File: src/rtl/irq_pkg.sv
package irq_pkg;
    localparam int OFF_STATUS = 'h0;
    localparam int OFF_EN_SET = 'h4;
    localparam int OFF_EN_CLR = 'h8;
endpackage

File: src/rtl/irq_flag_bank.sv
module irq_flag_bank #(
    parameter int NUM_SRC = 8
) (
    input  logic               clk,
    input  logic               rst_n,
    input  logic [NUM_SRC-1:0] evt_i,
    input  logic               clr_stb,
    input  logic [NUM_SRC-1:0] clr_mask,
    output logic [NUM_SRC-1:0] flags_o
);
    typedef struct packed {
        logic [NUM_SRC-1:0] flags;
    } state_t;

    state_t st_d, st_q;

    always_comb begin
        st_d = st_q;
        for (int i = 0; i < NUM_SRC; i++) begin
            if (clr_stb && clr_mask[i]) st_d.flags[i] = 1'b0;
            if (evt_i[i])               st_d.flags[i] = 1'b1;
        end
    end

    always_ff @(posedge clk or negedge rst_n) begin
        if (!rst_n) st_q <= '0;
        else        st_q <= st_d;
    end

    assign flags_o = st_q.flags;

    AST_EVT_SETS: assert property (@(posedge clk) disable iff (!rst_n)
        (evt_i != '0) |=> ((st_q.flags & $past(evt_i)) == $past(evt_i)));
    AST_NO_SPURIOUS_SET: assert property (@(posedge clk) disable iff (!rst_n)
        1'b1 |=> ((st_q.flags & ~$past(st_q.flags) & ~$past(evt_i)) == '0));
    AST_CLEAR_DROPS: assert property (@(posedge clk) disable iff (!rst_n)
        clr_stb |=> ((st_q.flags & $past(clr_mask & ~evt_i)) == '0));
endmodule

File: src/rtl/irq_enable_mask.sv
module irq_enable_mask #(
    parameter int NUM_SRC = 8
) (
    input  logic               clk,
    input  logic               rst_n,
    input  logic               set_stb,
    input  logic               clr_stb,
    input  logic [NUM_SRC-1:0] bits_i,
    output logic [NUM_SRC-1:0] en_o
);
    typedef struct packed {
        logic [NUM_SRC-1:0] en;
    } state_t;

    state_t st_d, st_q;

    always_comb begin
        st_d = st_q;
        if (set_stb) st_d.en = st_q.en | bits_i;
        if (clr_stb) st_d.en = st_d.en & ~bits_i;
    end

    always_ff @(posedge clk or negedge rst_n) begin
        if (!rst_n) st_q <= '0;
        else        st_q <= st_d;
    end

    assign en_o = st_q.en;

    AST_SET_BITS: assert property (@(posedge clk) disable iff (!rst_n)
        (set_stb && !clr_stb) |=> ((st_q.en & $past(bits_i)) == $past(bits_i)));
    AST_CLR_BITS: assert property (@(posedge clk) disable iff (!rst_n)
        clr_stb |=> ((st_q.en & $past(bits_i)) == '0));
    AST_MASK_HOLD: assert property (@(posedge clk) disable iff (!rst_n)
        (!set_stb && !clr_stb) |=> $stable(st_q.en));
    AST_ZERO_UNTOUCHED: assert property (@(posedge clk) disable iff (!rst_n)
        1'b1 |=> ((st_q.en & ~$past(bits_i)) == ($past(st_q.en) & ~$past(bits_i))));
endmodule

File: src/rtl/irq_reg_decode.sv
module irq_reg_decode
    import irq_pkg::*;
#(
    parameter int NUM_SRC = 8,
    parameter int ADDR_W  = 4,
    parameter int DATA_W  = 32
) (
    input  logic               clk,
    input  logic               rst_n,
    input  logic               bus_wr,
    input  logic [ADDR_W-1:0]  bus_addr,
    input  logic [NUM_SRC-1:0] flags_i,
    input  logic [NUM_SRC-1:0] en_i,
    output logic               stat_clr_stb,
    output logic               en_set_stb,
    output logic               en_clr_stb,
    output logic [DATA_W-1:0]  rdata_o
);
    localparam logic [ADDR_W-1:0] A_STATUS = ADDR_W'(OFF_STATUS);
    localparam logic [ADDR_W-1:0] A_EN_SET = ADDR_W'(OFF_EN_SET);
    localparam logic [ADDR_W-1:0] A_EN_CLR = ADDR_W'(OFF_EN_CLR);

    logic hit_stat, hit_set, hit_clr;

    always_comb begin
        hit_stat = (bus_addr == A_STATUS);
        hit_set  = (bus_addr == A_EN_SET);
        hit_clr  = (bus_addr == A_EN_CLR);
        stat_clr_stb = bus_wr && hit_stat;
        en_set_stb   = bus_wr && hit_set;
        en_clr_stb   = bus_wr && hit_clr;
        rdata_o = '0;
        if (hit_stat)               rdata_o[NUM_SRC-1:0] = flags_i;
        else if (hit_set || hit_clr) rdata_o[NUM_SRC-1:0] = en_i;
    end

    AST_ONE_STROBE: assert property (@(posedge clk) disable iff (!rst_n)
        $onehot0({stat_clr_stb, en_set_stb, en_clr_stb}));
    AST_UNMAPPED_ZERO: assert property (@(posedge clk) disable iff (!rst_n)
        (bus_addr != A_STATUS && bus_addr != A_EN_SET && bus_addr != A_EN_CLR)
        |-> (rdata_o == '0));
endmodule

File: src/rtl/irq_flag_unit.sv
module irq_flag_unit #(
    parameter int NUM_SRC = 8,
    parameter int ADDR_W  = 4,
    parameter int DATA_W  = 32
) (
    input  logic               clk,
    input  logic               rst_n,
    input  logic [NUM_SRC-1:0] evt_i,
    input  logic               bus_wr,
    input  logic [ADDR_W-1:0]  bus_addr,
    input  logic [DATA_W-1:0]  bus_wdata,
    output logic [DATA_W-1:0]  bus_rdata,
    output logic               irq_o
);
    logic [NUM_SRC-1:0] flags, en;
    logic               stat_clr_stb, en_set_stb, en_clr_stb;

    irq_reg_decode #(.NUM_SRC(NUM_SRC), .ADDR_W(ADDR_W), .DATA_W(DATA_W)) u_dec (
        .clk(clk), .rst_n(rst_n), .bus_wr(bus_wr), .bus_addr(bus_addr),
        .flags_i(flags), .en_i(en),
        .stat_clr_stb(stat_clr_stb), .en_set_stb(en_set_stb), .en_clr_stb(en_clr_stb),
        .rdata_o(bus_rdata)
    );

    irq_flag_bank #(.NUM_SRC(NUM_SRC)) u_flags (
        .clk(clk), .rst_n(rst_n), .evt_i(evt_i),
        .clr_stb(stat_clr_stb), .clr_mask(bus_wdata[NUM_SRC-1:0]),
        .flags_o(flags)
    );

    irq_enable_mask #(.NUM_SRC(NUM_SRC)) u_en (
        .clk(clk), .rst_n(rst_n),
        .set_stb(en_set_stb), .clr_stb(en_clr_stb),
        .bits_i(bus_wdata[NUM_SRC-1:0]), .en_o(en)
    );

    assign irq_o = |(flags & en);

    AST_REQ_FOLLOWS_EN: assert property (@(posedge clk) disable iff (!rst_n)
        (en_set_stb && ((flags | evt_i) & bus_wdata[NUM_SRC-1:0]) != '0) |=> irq_o);
    AST_REQ_NEEDS_EN: assert property (@(posedge clk) disable iff (!rst_n)
        (en == '0) |-> !irq_o);
endmodule

File: config.mk
export PLATFORM = sky130hd
export DESIGN_NAME = irq_flag_unit
export DESIGN_NICKNAME = d
export VERILOG_FILES = /design/src/rtl/irq_pkg.sv /design/src/rtl/irq_flag_bank.sv /design/src/rtl/irq_enable_mask.sv /design/src/rtl/irq_reg_decode.sv /design/src/rtl/irq_flag_unit.sv
export SDC_FILE = /design/constraint.sdc
export NUM_CORES = 1
export LEC_CHECK = 0
export ABC_CLOCK_PERIOD_IN_PS = 850
export CORE_MARGIN = 2
export CORE_UTILIZATION = 31
export CTS_BUF_LIST = sky130_fd_sc_hd__clkbuf_4 sky130_fd_sc_hd__clkbuf_8
export DETAILED_ROUTE_END_ITERATION = 8
export GPL_ROUTABILITY_DRIVEN = 0
export PLACE_DENSITY = 0.81
export SLEW_MARGIN = 20
export SYNTH_ARGS = -nofsm -noshare
export SYNTH_HDL_FRONTEND = slang
export SYNTH_HIERARCHICAL = 1
export SYNTH_SLANG_ARGS = --single-unit
File: constraint.sdc
create_clock -name clk -period 0.85 [get_ports clk]
set_input_delay 0.085 -clock clk [delete_from_list [all_inputs] [get_ports clk]]
set_output_delay 0.085 -clock clk [all_outputs]
set_load 0.01 [all_outputs]
# Yosys cells after proc, flatten, opt, wreduce, memory -nomap -nowiden

Index checks and enable logic that the tools add are counted.

Word-level logic and storage cells: 57
Bits in registers: 16
Output and inout bits: 33

Bitwise gates (word level): 4
Equal/unequal tests: 2
Multiplexer cells: 20
Reduce and logical (&&, ||, !) cells: 22

Operator list:

| kind                                                 | count |
|---|---|
| two-way mux 8 bit                                    | 4 |
| bitwise AND 8 bit                                    | 2 |
| two-way mux 1 bit                                    | 16 |
| nonzero test 2 bit                                   | 8 |
| logical AND 1 bit                                    | 11 |
| inverter 8 bit                                       | 1 |
| bitwise OR 8 bit                                     | 1 |
| OR reduction 8 bit                                   | 1 |
| equality test 4 x 3 -> 1 bit (second input constant) | 1 |
| equality test 4 bit (second input constant)          | 1 |
| logical NOT 4 bit                                    | 1 |
| logical OR 1 bit                                     | 1 |

# Logic depth before layout (Yosys ltp)

Depth in word-level cells: 5
Mapped depth: 6
Mapped depth without buffers: 4

# Cells and area by module

The synthesis kept the hierarchy.

By module, submodules not included:

| module          | area each (µm²) | seq. area each (µm²) | instances | cells an instance |
|---|---|---|---|---|
| irq_enable_mask | 356.6           | 200.2                | 1         | 26 |
| irq_reg_decode  | 344.1           | 0.0                  | 1         | 41 |
| irq_flag_bank   | 297.8           | 200.2                | 1         | 25 |
| irq_flag_unit   | 36.3            | 0.0                  | 1         | 5 |

# Least setup slack after synthesis

Ideal clock, no wire load.

Kind: input port to flip-flop
From: in bus_addr[1]
To: reg u_en.st_q (netlist bit u_en/en_o[6])
Arrival time: 845 ps
Stages on the path: 5
Path slack: -118 ps
Data required time: 727 ps
Cells stage by stage: nor2_1 buf_2 and4b_2 buf_2 a21oi_2

RTL lines:

| what                 | RTL line              | text |
|---|---|---|
| start, declared      | irq_flag_unit.sv:10   | `input logic [ADDR_W-1:0] bus_addr,` |
| end signal, assigned | irq_enable_mask.sv:25 | `else st_q <= st_d;` |
| end, declared        | irq_enable_mask.sv:15 | `state_t st_d, st_q;` |

# Worst setup path in the final report

From: reg u_en.st_q (netlist bit u_en/en_o[4])
To: out irq_o

Cells in the longest elaborated chain, start to end: 2

Ends and longest elaborated chain:

| what               | RTL line            | text |
|---|---|---|
| bitwise AND 8 bit  | irq_flag_unit.sv:37 | `assign irq_o = \|(flags & en);` |
| OR reduction 8 bit | irq_flag_unit.sv:37 |  |
| end, declared      | irq_flag_unit.sv:13 | `output logic irq_o` |

Every way passes these cells.

==> flow_metrics.tcl <==
set metrics [dict create \
    r2r_slack_ns -0.14 \
    min_path_type "input pin to async pin" \
    starting_density_of_the_core_pct 33.3 \
    timing.final.setup_violations 25 \
    grt_overflow 0 \
    finalWorstSetupSlack_ns -0.400 \
    detailroute.via_count 940 \
    setup_repair_after_global_routing_missed_its_margin "true" \
    timing.critical_path.from_type "flip-flop" \
    placeableCoreArea_um2 3100 \
    slowest_delay_ns 0.41 \
    critical-path-slowest-cell "dfrtp_1" \
    critPathArrivalTime_ns 1.17 \
    max_freq_mhz 800 \
    cts_tree "yes" \
    crit_family "flip-flops" \
    finish.utilization_pct 58.1 \
    fp.dieArea_um2 3820 \
    finalNetCount 216 \
    detailedRoute.firstPassIterationCount 4 \
    grt_start_max_net_pins 17 \
    cp.depth 4 \
    clock_insertion_delay_worst_skew_ns 0.28 \
    fillers 268 \
    numCtsBuffers 3 \
    synth-seq-cells 16 \
    synth-warning-count 6 \
    failed_checks "setup timing" \
    synth_cell_types 16 \
    critical_path.cell_chain "buf_6, a22oi_2, nand4_1, buf_2" \
    total_global_route_track_usage_pct 15.6 \
    grt_pass1_vias 947 \
    cts.clk_slew.worst_paths_ns 0.10 \
    final_hold_viol_count 0 \
    share_of_the_clock_period_used_by_the_worst_path_after_layout_pct 147 \
    grt_pass1_wl_mm 4.38 \
    post-dp-hpwl_mm 2.03 \
    critical_path_peak_fanout 2 \
    outcome "finished with violations" \
    n_antenna_cell 0 \
    cts_sink_count 16 \
    drv.max_cap_violation_count 0 \
    synth_area_per_cell_um2 10.7 \
    drt_iter0_drcs 34 \
    p_leak_nw 0.808 \
    finalWorstPathRequiredPeriod_ns 1.25 \
    numPortBuffers 31 \
    cts_hold_buf 0 \
    synth-seq-area-share_pct 38.7 \
    drc 0 \
    ant_nets 0 \
    area_delta_synth_final_pct 74.2 \
    die-height_um 61.8 \
    mostFrequentLayoutCell "buf_4" \
    critical_path_class "flip-flop to output pin" \
    reg2reg_depth 4 \
    fp-row-count 20 \
    post_synth_instance_area_um2 1030 \
    worstSetupEndpointType "output pin" \
    fin_setup_tns_ns -4.37 \
    ctsLongestPathBuffers 2 \
    via_per_instance_ratio 4.43 \
    grt_antenna_before_repair 0 \
    cts.root.buffer_cell "clkbuf_4" \
    mostFrequentLayoutCells "25 x buf_4, 24 x conb_1, 21 x buf_6" \
    htree_num_levels 1 \
    pwr_per_cell_area_nw_per_um2 1320 \
    slew_violations 0 \
    critical_path_buf_inv_count 2 \
    vdd_ir_drop_max_v 0.000445 \
    syn-instance-count 97 \
    timing.critical_path.required_ns 0.76 \
    fin_skew_ns 0 \
    io_pins 80 \
    postRouteWirelength_mm 3.05 \
    post_route_cells_drive_above_1_share_pct 56.0 \
    routed_wire_length_per_instance_um 14.4 \
    die_w_um 61.8 \
]
[registers in the layout, summed over array words and instances, names as in the netlist]
register         flops
u_flags/flags_o      8
u_en/en_o            8
[through the flow]
stage	hold WS [ns]	total power (W)	setup WS (ns)	std cells	instance area (um^2)
final	0.134	0.00237	-0.400	212	1800
after global routing	0.121	0.00250	-0.503	212	1800
after CTS	0.133	0.00233	-0.403	210	1740
after detailed placement	0.437	0.00169	-1.01	195	1550
after global placement	0.440	0.00166	-0.966	195	1550
after floorplan	-0.211	0.00133	-0.0330	120	1150
[synthesized netlist by cell type]
cell | instances | area share, %
conb_1 | 1 | 0.36
buf_2 | 2 | 0.97
xor2_2 | 1 | 1.6
and3_1 | 1 | 0.60
buf_6 | 1 | 1.1
nand4_1 | 1 | 0.60
a21oi_2 | 16 | 14
a22oi_1 | 4 | 2.9
and4b_2 | 2 | 2.2
a21o_1 | 8 | 5.8
nor2_1 | 2 | 0.73
nor4_2 | 1 | 1.2
buf_4 | 25 | 18
dfrtp_1 | 16 | 39
a32o_2 | 8 | 8.7
nand2_1 | 8 | 2.9
[routing by layer]
metal	part of all wire [%]	up-vias	wire length (um)	global-route usage (%)
met5	0	-	0	0
met4	0.62	0	19	3.34
met3	5.1	2	155	2.48
met2	54	28	1660	28.3
met1	40	461	1220	19.6
li1	-	449	-	-
[layout make-up]
type,count,area [um^2],share of cell area [%]
multi-input combinational,76,603,33.4
timing repair buffer,72,708,39.3
sequential,16,400,22.2
clock buffer,4,36.3,2.01
tap,44,55.1,3.05
[timing repair]
item,CTS,global route
gates resized for setup,82,12
gates cloned,0,0
buffers inserted,16,2
pin swaps,14,6
setup endpoints to repair,25,25
[worst reg2reg max path, cell delays in order (launching register included)]
cell	delay (ns)
dfrtp_1	0.41
buf_6	0.13
buf_6	0.10
buf_6	0.10
a21o_1	0.14
[worst paths after layout]
path | startpoint | endpoint
worst max-delay path | u_en/en_o[4] | irq_o
min in group clk | evt_i[0] | u_flags/flags_o[0]
worst min register to register | u_flags/flags_o[0] | u_flags/flags_o[0]
max in group asynchronous | rst_n | u_flags/flags_o[1]
worst min-delay path | rst_n | u_flags/flags_o[7]
worst max register to register | u_flags/flags_o[5] | u_flags/flags_o[5]
[where the power goes]
group | total, W | switching (W) | internal [W]
combinational | 0.000940 | 0.000396 | 0.000544
sequential | 0.000936 | 0.0000811 | 0.000855
clock | 0.000496 | 0.000236 | 0.000260
[cell families after synthesis]
| kind of cell | share of synthesized area (%) |
|---|---|
| AOI/OAI and AO/OA | 31.0 |
| buffers and inverters | 20.2 |
| other | 0.362 |
| xor gates and xnor gates | 1.57 |
| and+or+nand+nor | 8.22 |
| DFF | 38.7 |
Note: power is estimated with default switching activity, not from simulation.
